===== config.mk =====
export PLATFORM = sky130hd
export DESIGN_NAME = irq_prio_ctrl
export DESIGN_NICKNAME = d
export VERILOG_FILES = /design/src/rtl/irqc_pkg.sv /design/src/rtl/irqc_regs.sv /design/src/rtl/irqc_arbiter.sv /design/src/rtl/irqc_present.sv /design/src/rtl/irq_prio_ctrl.sv
export SDC_FILE = /design/constraint.sdc
export NUM_CORES = 2
export LEC_CHECK = 0
export BUFFER_PORTS_ARGS = -buffer_cell sky130_fd_sc_hd__clkbuf_2
export CAP_MARGIN = 30
export CORE_MARGIN = 2
export CORE_UTILIZATION = 60
export DETAILED_ROUTE_END_ITERATION = 7
export PLACE_DENSITY_LB_ADDON = 0.15
export SLEW_MARGIN = 5
export SYNTH_ARGS = -nofsm -noshare
export SYNTH_HDL_FRONTEND = slang
export SYNTH_HIERARCHICAL = 1
export SYNTH_SLANG_ARGS = --single-unit
export TNS_END_PERCENT = 30

===== constraint.sdc =====
create_clock -name clk -period 153.2 [get_ports clk]
set_input_delay 30.64 -clock clk [delete_from_list [all_inputs] [get_ports clk]]
set_output_delay 30.64 -clock clk [all_outputs]
set_load 0.01 [all_outputs]

===== src/rtl/irqc_pkg.sv =====
package irqc_pkg;
    localparam int NSLOT  = 64;
    localparam int NFIX   = 7;
    localparam int LW     = 3;
    localparam int PW     = 3;
    localparam int CW     = LW + PW;
    localparam int DW     = 32;
    localparam int AW     = 8;
    localparam int IW     = $clog2(NSLOT);
    localparam int VW     = 8;
    localparam int VEC_BASE = 64;
    localparam int FIX_PRI  = 4;

    localparam logic [AW-1:0] A_MASK_HI = 8'h00;
    localparam logic [AW-1:0] A_MASK_LO = 8'h04;
    localparam logic [AW-1:0] A_PEND_HI = 8'h08;
    localparam logic [AW-1:0] A_PEND_LO = 8'h0C;
    localparam logic [AW-1:0] A_CTRL    = 8'h40;

    typedef logic [CW-1:0] ctrl_t;

    function automatic ctrl_t fixed_ctrl(input int n);
        return ctrl_t'((n << PW) | FIX_PRI);
    endfunction
endpackage


===== src/rtl/irqc_regs.sv =====
module irqc_regs
    import irqc_pkg::*;
(
    input  logic                      clk,
    input  logic                      rst_n,
    input  logic [NSLOT-1:0]          irq_req,
    input  logic [AW-1:0]             bus_addr,
    input  logic                      bus_we,
    input  logic                      bus_word,
    input  logic [DW-1:0]             bus_wdata,
    output logic [DW-1:0]             bus_rdata,
    output logic [NSLOT-1:0]          mask,
    output logic [NSLOT-1:0][CW-1:0]  ctrl
);
    localparam int FIRST_PROG = NFIX + 1;

    typedef struct packed {
        logic [NSLOT-1:0]                    mask;
        logic [NSLOT-1:FIRST_PROG][CW-1:0]   ctrl;
        logic [DW-1:0]                       rdata;
    } reg_st_t;

    reg_st_t st_d, st_q;

    logic          in_ctrl;
    logic [IW-1:0] idx;

    assign in_ctrl = (bus_addr[AW-1:IW] == A_CTRL[AW-1:IW]);
    assign idx     = bus_addr[IW-1:0];

    // Control view: slot 0 empty, fixed slots constant, rest stored
    for (genvar g = 0; g < NSLOT; g++) begin : g_view
        if (g == 0) begin : g_none
            assign ctrl[g] = '0;
        end else if (g <= NFIX) begin : g_fixed
            assign ctrl[g] = fixed_ctrl(g);
        end else begin : g_prog
            assign ctrl[g] = st_q.ctrl[g];
        end
    end

    always_comb begin
        st_d = st_q;
        if (bus_we) begin
            if (bus_word && bus_addr == A_MASK_HI) st_d.mask[NSLOT-1:DW] = bus_wdata;
            if (bus_word && bus_addr == A_MASK_LO) st_d.mask[DW-1:0]     = bus_wdata;
            if (!bus_word && in_ctrl && idx >= IW'(FIRST_PROG))
                st_d.ctrl[idx] = bus_wdata[CW-1:0];
        end
        st_d.rdata = '0;
        if (in_ctrl) begin
            st_d.rdata = DW'(ctrl[idx]);
        end else begin
            case (bus_addr)
                A_MASK_HI: st_d.rdata = st_q.mask[NSLOT-1:DW];
                A_MASK_LO: st_d.rdata = st_q.mask[DW-1:0];
                A_PEND_HI: st_d.rdata = irq_req[NSLOT-1:DW];
                A_PEND_LO: st_d.rdata = {irq_req[DW-1:1], 1'b0};
                default:   st_d.rdata = '0;
            endcase
        end
    end

    always_ff @(posedge clk) begin
        if (!rst_n) begin
            st_q.mask  <= '1;
            st_q.ctrl  <= '0;
            st_q.rdata <= '0;
        end else begin
            st_q <= st_d;
        end
    end

    assign mask      = st_q.mask;
    assign bus_rdata = st_q.rdata;

    // low mask word only moves on a word write to its address
    a_r2_mask_lo_hold: assert property (@(posedge clk) disable iff (!rst_n)
        !(bus_we && bus_word && bus_addr == A_MASK_LO) |=> $stable(st_q.mask[DW-1:0]));

    // high mask word only moves on a word write to its address
    a_r2_mask_hi_hold: assert property (@(posedge clk) disable iff (!rst_n)
        !(bus_we && bus_word && bus_addr == A_MASK_HI) |=> $stable(st_q.mask[NSLOT-1:DW]));

    // a byte write to a programmable slot lands in that slot
    a_r4_ctrl_write: assert property (@(posedge clk) disable iff (!rst_n)
        (bus_we && !bus_word && in_ctrl && idx >= IW'(FIRST_PROG))
        |=> ctrl[$past(idx)] == $past(bus_wdata[CW-1:0]));
endmodule


===== src/rtl/irqc_arbiter.sv =====
module irqc_arbiter
    import irqc_pkg::*;
(
    input  logic [NSLOT-1:0]          irq_req,
    input  logic [NSLOT-1:0]          mask,
    input  logic [NSLOT-1:0][CW-1:0]  ctrl,
    output logic                      win_valid,
    output logic [IW-1:0]             win_id,
    output logic [LW-1:0]             win_level
);
    logic [NSLOT-1:0] elig;

    for (genvar g = 0; g < NSLOT; g++) begin : g_elig
        if (g == 0) begin : g_slot0
            assign elig[g] = 1'b0 & irq_req[g] & (|ctrl[g]);
        end else begin : g_src
            assign elig[g] = irq_req[g] & ~mask[g] & ~mask[0]
                           & (ctrl[g][CW-1:PW] != '0);
        end
    end

    ctrl_t best_key;

    // Descending scan with >= lets the lower number win on a tie
    always_comb begin
        win_valid = 1'b0;
        win_id    = '0;
        best_key  = '0;
        for (int n = NSLOT - 1; n >= 1; n--) begin
            if (elig[n] && (!win_valid || ctrl[n] >= best_key)) begin
                win_valid = 1'b1;
                win_id    = IW'(n);
                best_key  = ctrl[n];
            end
        end
        win_level = best_key[CW-1:PW];
    end

    // a reported winner always has a nonzero level
    always_comb begin
        a_r6_level_nonzero: assert (!win_valid || win_level != '0);
    end
endmodule


===== src/rtl/irqc_present.sv =====
module irqc_present
    import irqc_pkg::*;
(
    input  logic           clk,
    input  logic           rst_n,
    input  logic           win_valid,
    input  logic [IW-1:0]  win_id,
    input  logic [LW-1:0]  win_level,
    output logic [LW-1:0]  ipl_o,
    output logic [VW-1:0]  vec_o
);
    typedef struct packed {
        logic [LW-1:0] ipl;
        logic [VW-1:0] vec;
    } out_st_t;

    out_st_t st_d, st_q;

    always_comb begin
        st_d = '0;
        if (win_valid) begin
            st_d.ipl = win_level;
            st_d.vec = VW'(VEC_BASE) + VW'(win_id);
        end
    end

    always_ff @(posedge clk) begin
        if (!rst_n) st_q <= '0;
        else        st_q <= st_d;
    end

    assign ipl_o = st_q.ipl;
    assign vec_o = st_q.vec;

    // vector is zero exactly when no level is presented
    a_r9_idle_pair: assert property (@(posedge clk) disable iff (!rst_n)
        (ipl_o == '0) == (vec_o == '0));

    // active vector lies in 65..127
    a_r9_vec_range: assert property (@(posedge clk) disable iff (!rst_n)
        ipl_o != '0 |-> (vec_o > VW'(VEC_BASE) && vec_o < VW'(VEC_BASE + NSLOT)));
endmodule


===== src/rtl/irq_prio_ctrl.sv =====
module irq_prio_ctrl
    import irqc_pkg::*;
(
    input  logic         clk,
    input  logic         rst_n,
    input  logic [63:0]  irq_req,
    input  logic [7:0]   bus_addr,
    input  logic         bus_we,
    input  logic         bus_word,
    input  logic [31:0]  bus_wdata,
    output logic [31:0]  bus_rdata,
    output logic [2:0]   ipl_o,
    output logic [7:0]   vec_o
);
    logic [NSLOT-1:0]          mask_w;
    logic [NSLOT-1:0][CW-1:0]  ctrl_w;
    logic                      win_valid;
    logic [IW-1:0]             win_id;
    logic [LW-1:0]             win_level;

    irqc_regs u_regs (
        .clk       (clk),
        .rst_n     (rst_n),
        .irq_req   (irq_req),
        .bus_addr  (bus_addr),
        .bus_we    (bus_we),
        .bus_word  (bus_word),
        .bus_wdata (bus_wdata),
        .bus_rdata (bus_rdata),
        .mask      (mask_w),
        .ctrl      (ctrl_w)
    );

    irqc_arbiter u_arb (
        .irq_req   (irq_req),
        .mask      (mask_w),
        .ctrl      (ctrl_w),
        .win_valid (win_valid),
        .win_id    (win_id),
        .win_level (win_level)
    );

    irqc_present u_out (
        .clk       (clk),
        .rst_n     (rst_n),
        .win_valid (win_valid),
        .win_id    (win_id),
        .win_level (win_level),
        .ipl_o     (ipl_o),
        .vec_o     (vec_o)
    );

    // mask-all silences the next presented level
    a_r3_mask_all: assert property (@(posedge clk) disable iff (!rst_n)
        mask_w[0] |=> ipl_o == '0);

    // presented source was requesting and unmasked one cycle earlier
    a_r6_winner_live: assert property (@(posedge clk) disable iff (!rst_n)
        ipl_o != '0 |-> ((($past(irq_req & ~mask_w) >> vec_o[IW-1:0]) & 64'd1) != 64'd0));
endmodule


==> metrics.md <==
| Metric | Value |
|---|---|
| H-tree depth | `2` |
| Number of global-route vias before repair | `37036` |
| Setup violations, final | `0` |
| Final hold slack | `0.468 ns` |
| Min-Delay Path Class | `flip-flop to flip-flop` |
| Initial antenna violation count | `8` |
| Run status | `finished with violations` |
| Maximum VDD drop | `0.00818 mV` |
| Die area | `67600 sq um` |
| Clock Path Buffers | `3` |
| Leak | `16.3 nW` |
| Max FO, Critical Path | `14` |
| Post-layout min period | `145.98 ns` |
| Drt pass-1 iters | `8` |
| Clock Tree Root | `clkbuf_16` |
| Antenna-violating nets left | `1` |
| NumNets Final | `5677` |
| Pin count of the biggest net entering global routing | `166` |
| Clock sinks | `442` |
| Area growth syn-to-layout | `8.43%` |
| Least-Margin Pin Slew | `1.13 ns` |
| Final Max Slew Viols | `0` |
| Met1 Usage GRT | `56.7%` |
| GR Layer Usage met2 | `61.0%` |
| Placed Area | `40100 sq um` |
| Worst Path Class, Setup | `input pin to flip-flop` |
| Syn Inst Count | `5301` |
| First-pass GRT wire length | `221 mm` |
| Syn avg cell area | `7.42 sq um` |
| Cell Area, Synth | `39300 sq um` |
| Fin. Hold Viols | `0` |
| GR Overflow Total | `0` |
| Int Pwr | `0.208 mW` |
| Core Region | `64600 sq um` |
| Nature of the critical path startpoint | `input pin` |
| Top cell by count, worst path | `ha_1` |
| Die Wd | `260 microns` |
| Wire per inst | `23.8 microns` |
| Post-DP HPWL | `107 mm` |
| PortBufs | `148` |
| P per Cell Area | `6.50 nW/um^2` |
| Commonest non-fill, non-tap cell in the layout | `nand2_1` |
| Commonest cells after routing, fill and taps aside | `762 x nand2_1, 569 x a21oi_1, 441 x dfxtp_1` |
| All-Layer GR Usage | `41.8%` |
| Gpl congestion | `1.00` |
| Vias | `42155` |
| Switch Pwr | `0.0697 mW` |
| Clk slew on worst S/H paths | `0.06 ns` |
| Combinational share of power | `6.6%` |
| # DRC | `2` |
| M3 GR Usage | `10.4%` |
| Total wire length | `148 mm` |
| Synth warn | `6` |
| Max Cap Viol | `0` |
| Max Fclk | `0.00685 GHz` |
| CTS tree | `done` |
| Worst endpoint data arrival time | `146.55 ns` |
| Post-route cell area | `42700 sq um` |
| CTS Hold Buffers Added | `0` |
| Top Usage Layer GRT | `met2` |
| Clk_lat worst skew | `0.64 ns` |
| TritonCTS buffer count | `52` |
| Slowest cell delay on critical path | `0.47 ns` |
| Clock power share | `51.9%` |
| Layout cells sized above 1 | `13.3%` |
| Row count | `93` |
| Critical-path top delay cell | `o41a_1` |
| First DRT Iteration DRCs | `5980` |
| Crit. End Element | `flip-flop` |
| Via density | `6.79` |
| Failing checks | `antenna violations, design-rule violations` |
| Flop pwr share | `41.5%` |
| Worst setup margin | `7.22 ns` |
| Worst path required time | `153.78 ns` |
| Starting Density | `60.9%` |
| Worst Skew | `0.0351 ns` |
| Sw frac | `25.1%` |
| Num ports | `151` |
| Slew margin rel. | `24.8%` |
| Final period util | `95.3%` |
| Place WS | `0.482 ns` |
| Die Y | `260 microns` |
-- timing repair --
item,CTS,global route
buffers inserted,0,20
endpoints found under the setup margin,0,9
gates resized for setup,0,108
-- power by group through the flow --
stage / Sequential [mW] / Clock (mW) / Combinational (mW)
2_1_floorplan: 0.118 / 0 / 0.0107
3_3_place_gp: 0.118 / 0 / 0.0168
3_5_place_dp: 0.118 / 0 / 0.0169
4_1_cts: 0.115 / 0.144 / 0.0169
5_1_grt: 0.115 / 0.148 / 0.0187
6_report: 0.115 / 0.144 / 0.0183
-- state kept, by name, summed over array words and instances (netlist names) --
name / cells
u_regs/bus_rdata: 32
u_out/ipl_o: 3
u_regs/ctrl: 336
u_out/vec_o: 7
u_regs/mask: 64
-- critical path: cells and delay by family --
family                   cells  cell delay, ns
buffers and inverters       27            2.36
adder cells (fa/ha/maj)     67           18.25
multiplexers                33           10.24
AND/OR/NAND/NOR            180           28.14
AO/OA/AOI/OAI              265           56.78
-- through the flow --
step / instances / setup TNS, ns / util [%] / total power [mW]
2_1_floorplan: 5341 / 0 / - / 0.128
3_3_place_gp: 6078 / 0 / 62.0 / 0.135
3_5_place_dp: 6079 / 0 / 62.0 / 0.135
4_1_cts: 6177 / 0 / 65.1 / 0.276
5_1_grt: 6205 / -0.208 / 66.0 / 0.282
6_report: 6210 / 0 / 66.0 / 0.277
-- worst paths after layout --
check                                              startpoint                             to  slack (ns)  cells past startpoint
worst max-delay path                              irq_req[63]      u_out/vec_o[5]$_SDFF_PN0_        7.22                    572
worst min-delay path            u_regs/ctrl[252]$_SDFFE_PN0P_  u_regs/ctrl[252]$_SDFFE_PN0P_        0.47                      2
worst max register to register    u_regs/mask[0]$_SDFFE_PN1P_      u_out/vec_o[5]$_SDFF_PN0_       36.91                    571
worst min register to register  u_regs/ctrl[252]$_SDFFE_PN0P_  u_regs/ctrl[252]$_SDFFE_PN0P_        0.47                      2
-- area by class of cell --
cell class	count	area, sq um
Clock inverter	31	463
Tap cell	855	1070
Antenna cell	5	12.5
Fill cell	5705	21900
Sequential cell	442	8850
Timing Repair Buffer	241	1490
Inverter	279	1050
Multi-Input combinational cell	4290	28200
Clock buffer	67	1510
-- per-layer routing --
| metal | wire (microns) | share of wire [%] | vias to the layer above |
|---|---|---|---|
| met5 | 68 | 0.046 | - |
| met4 | 8230 | 5.6 | 12 |
| met3 | 19400 | 13 | 427 |
| met2 | 61000 | 41 | 2632 |
| met1 | 59100 | 40 | 19720 |
| li1 | - | - | 19364 |
Power figures use the tool's default switching activity.
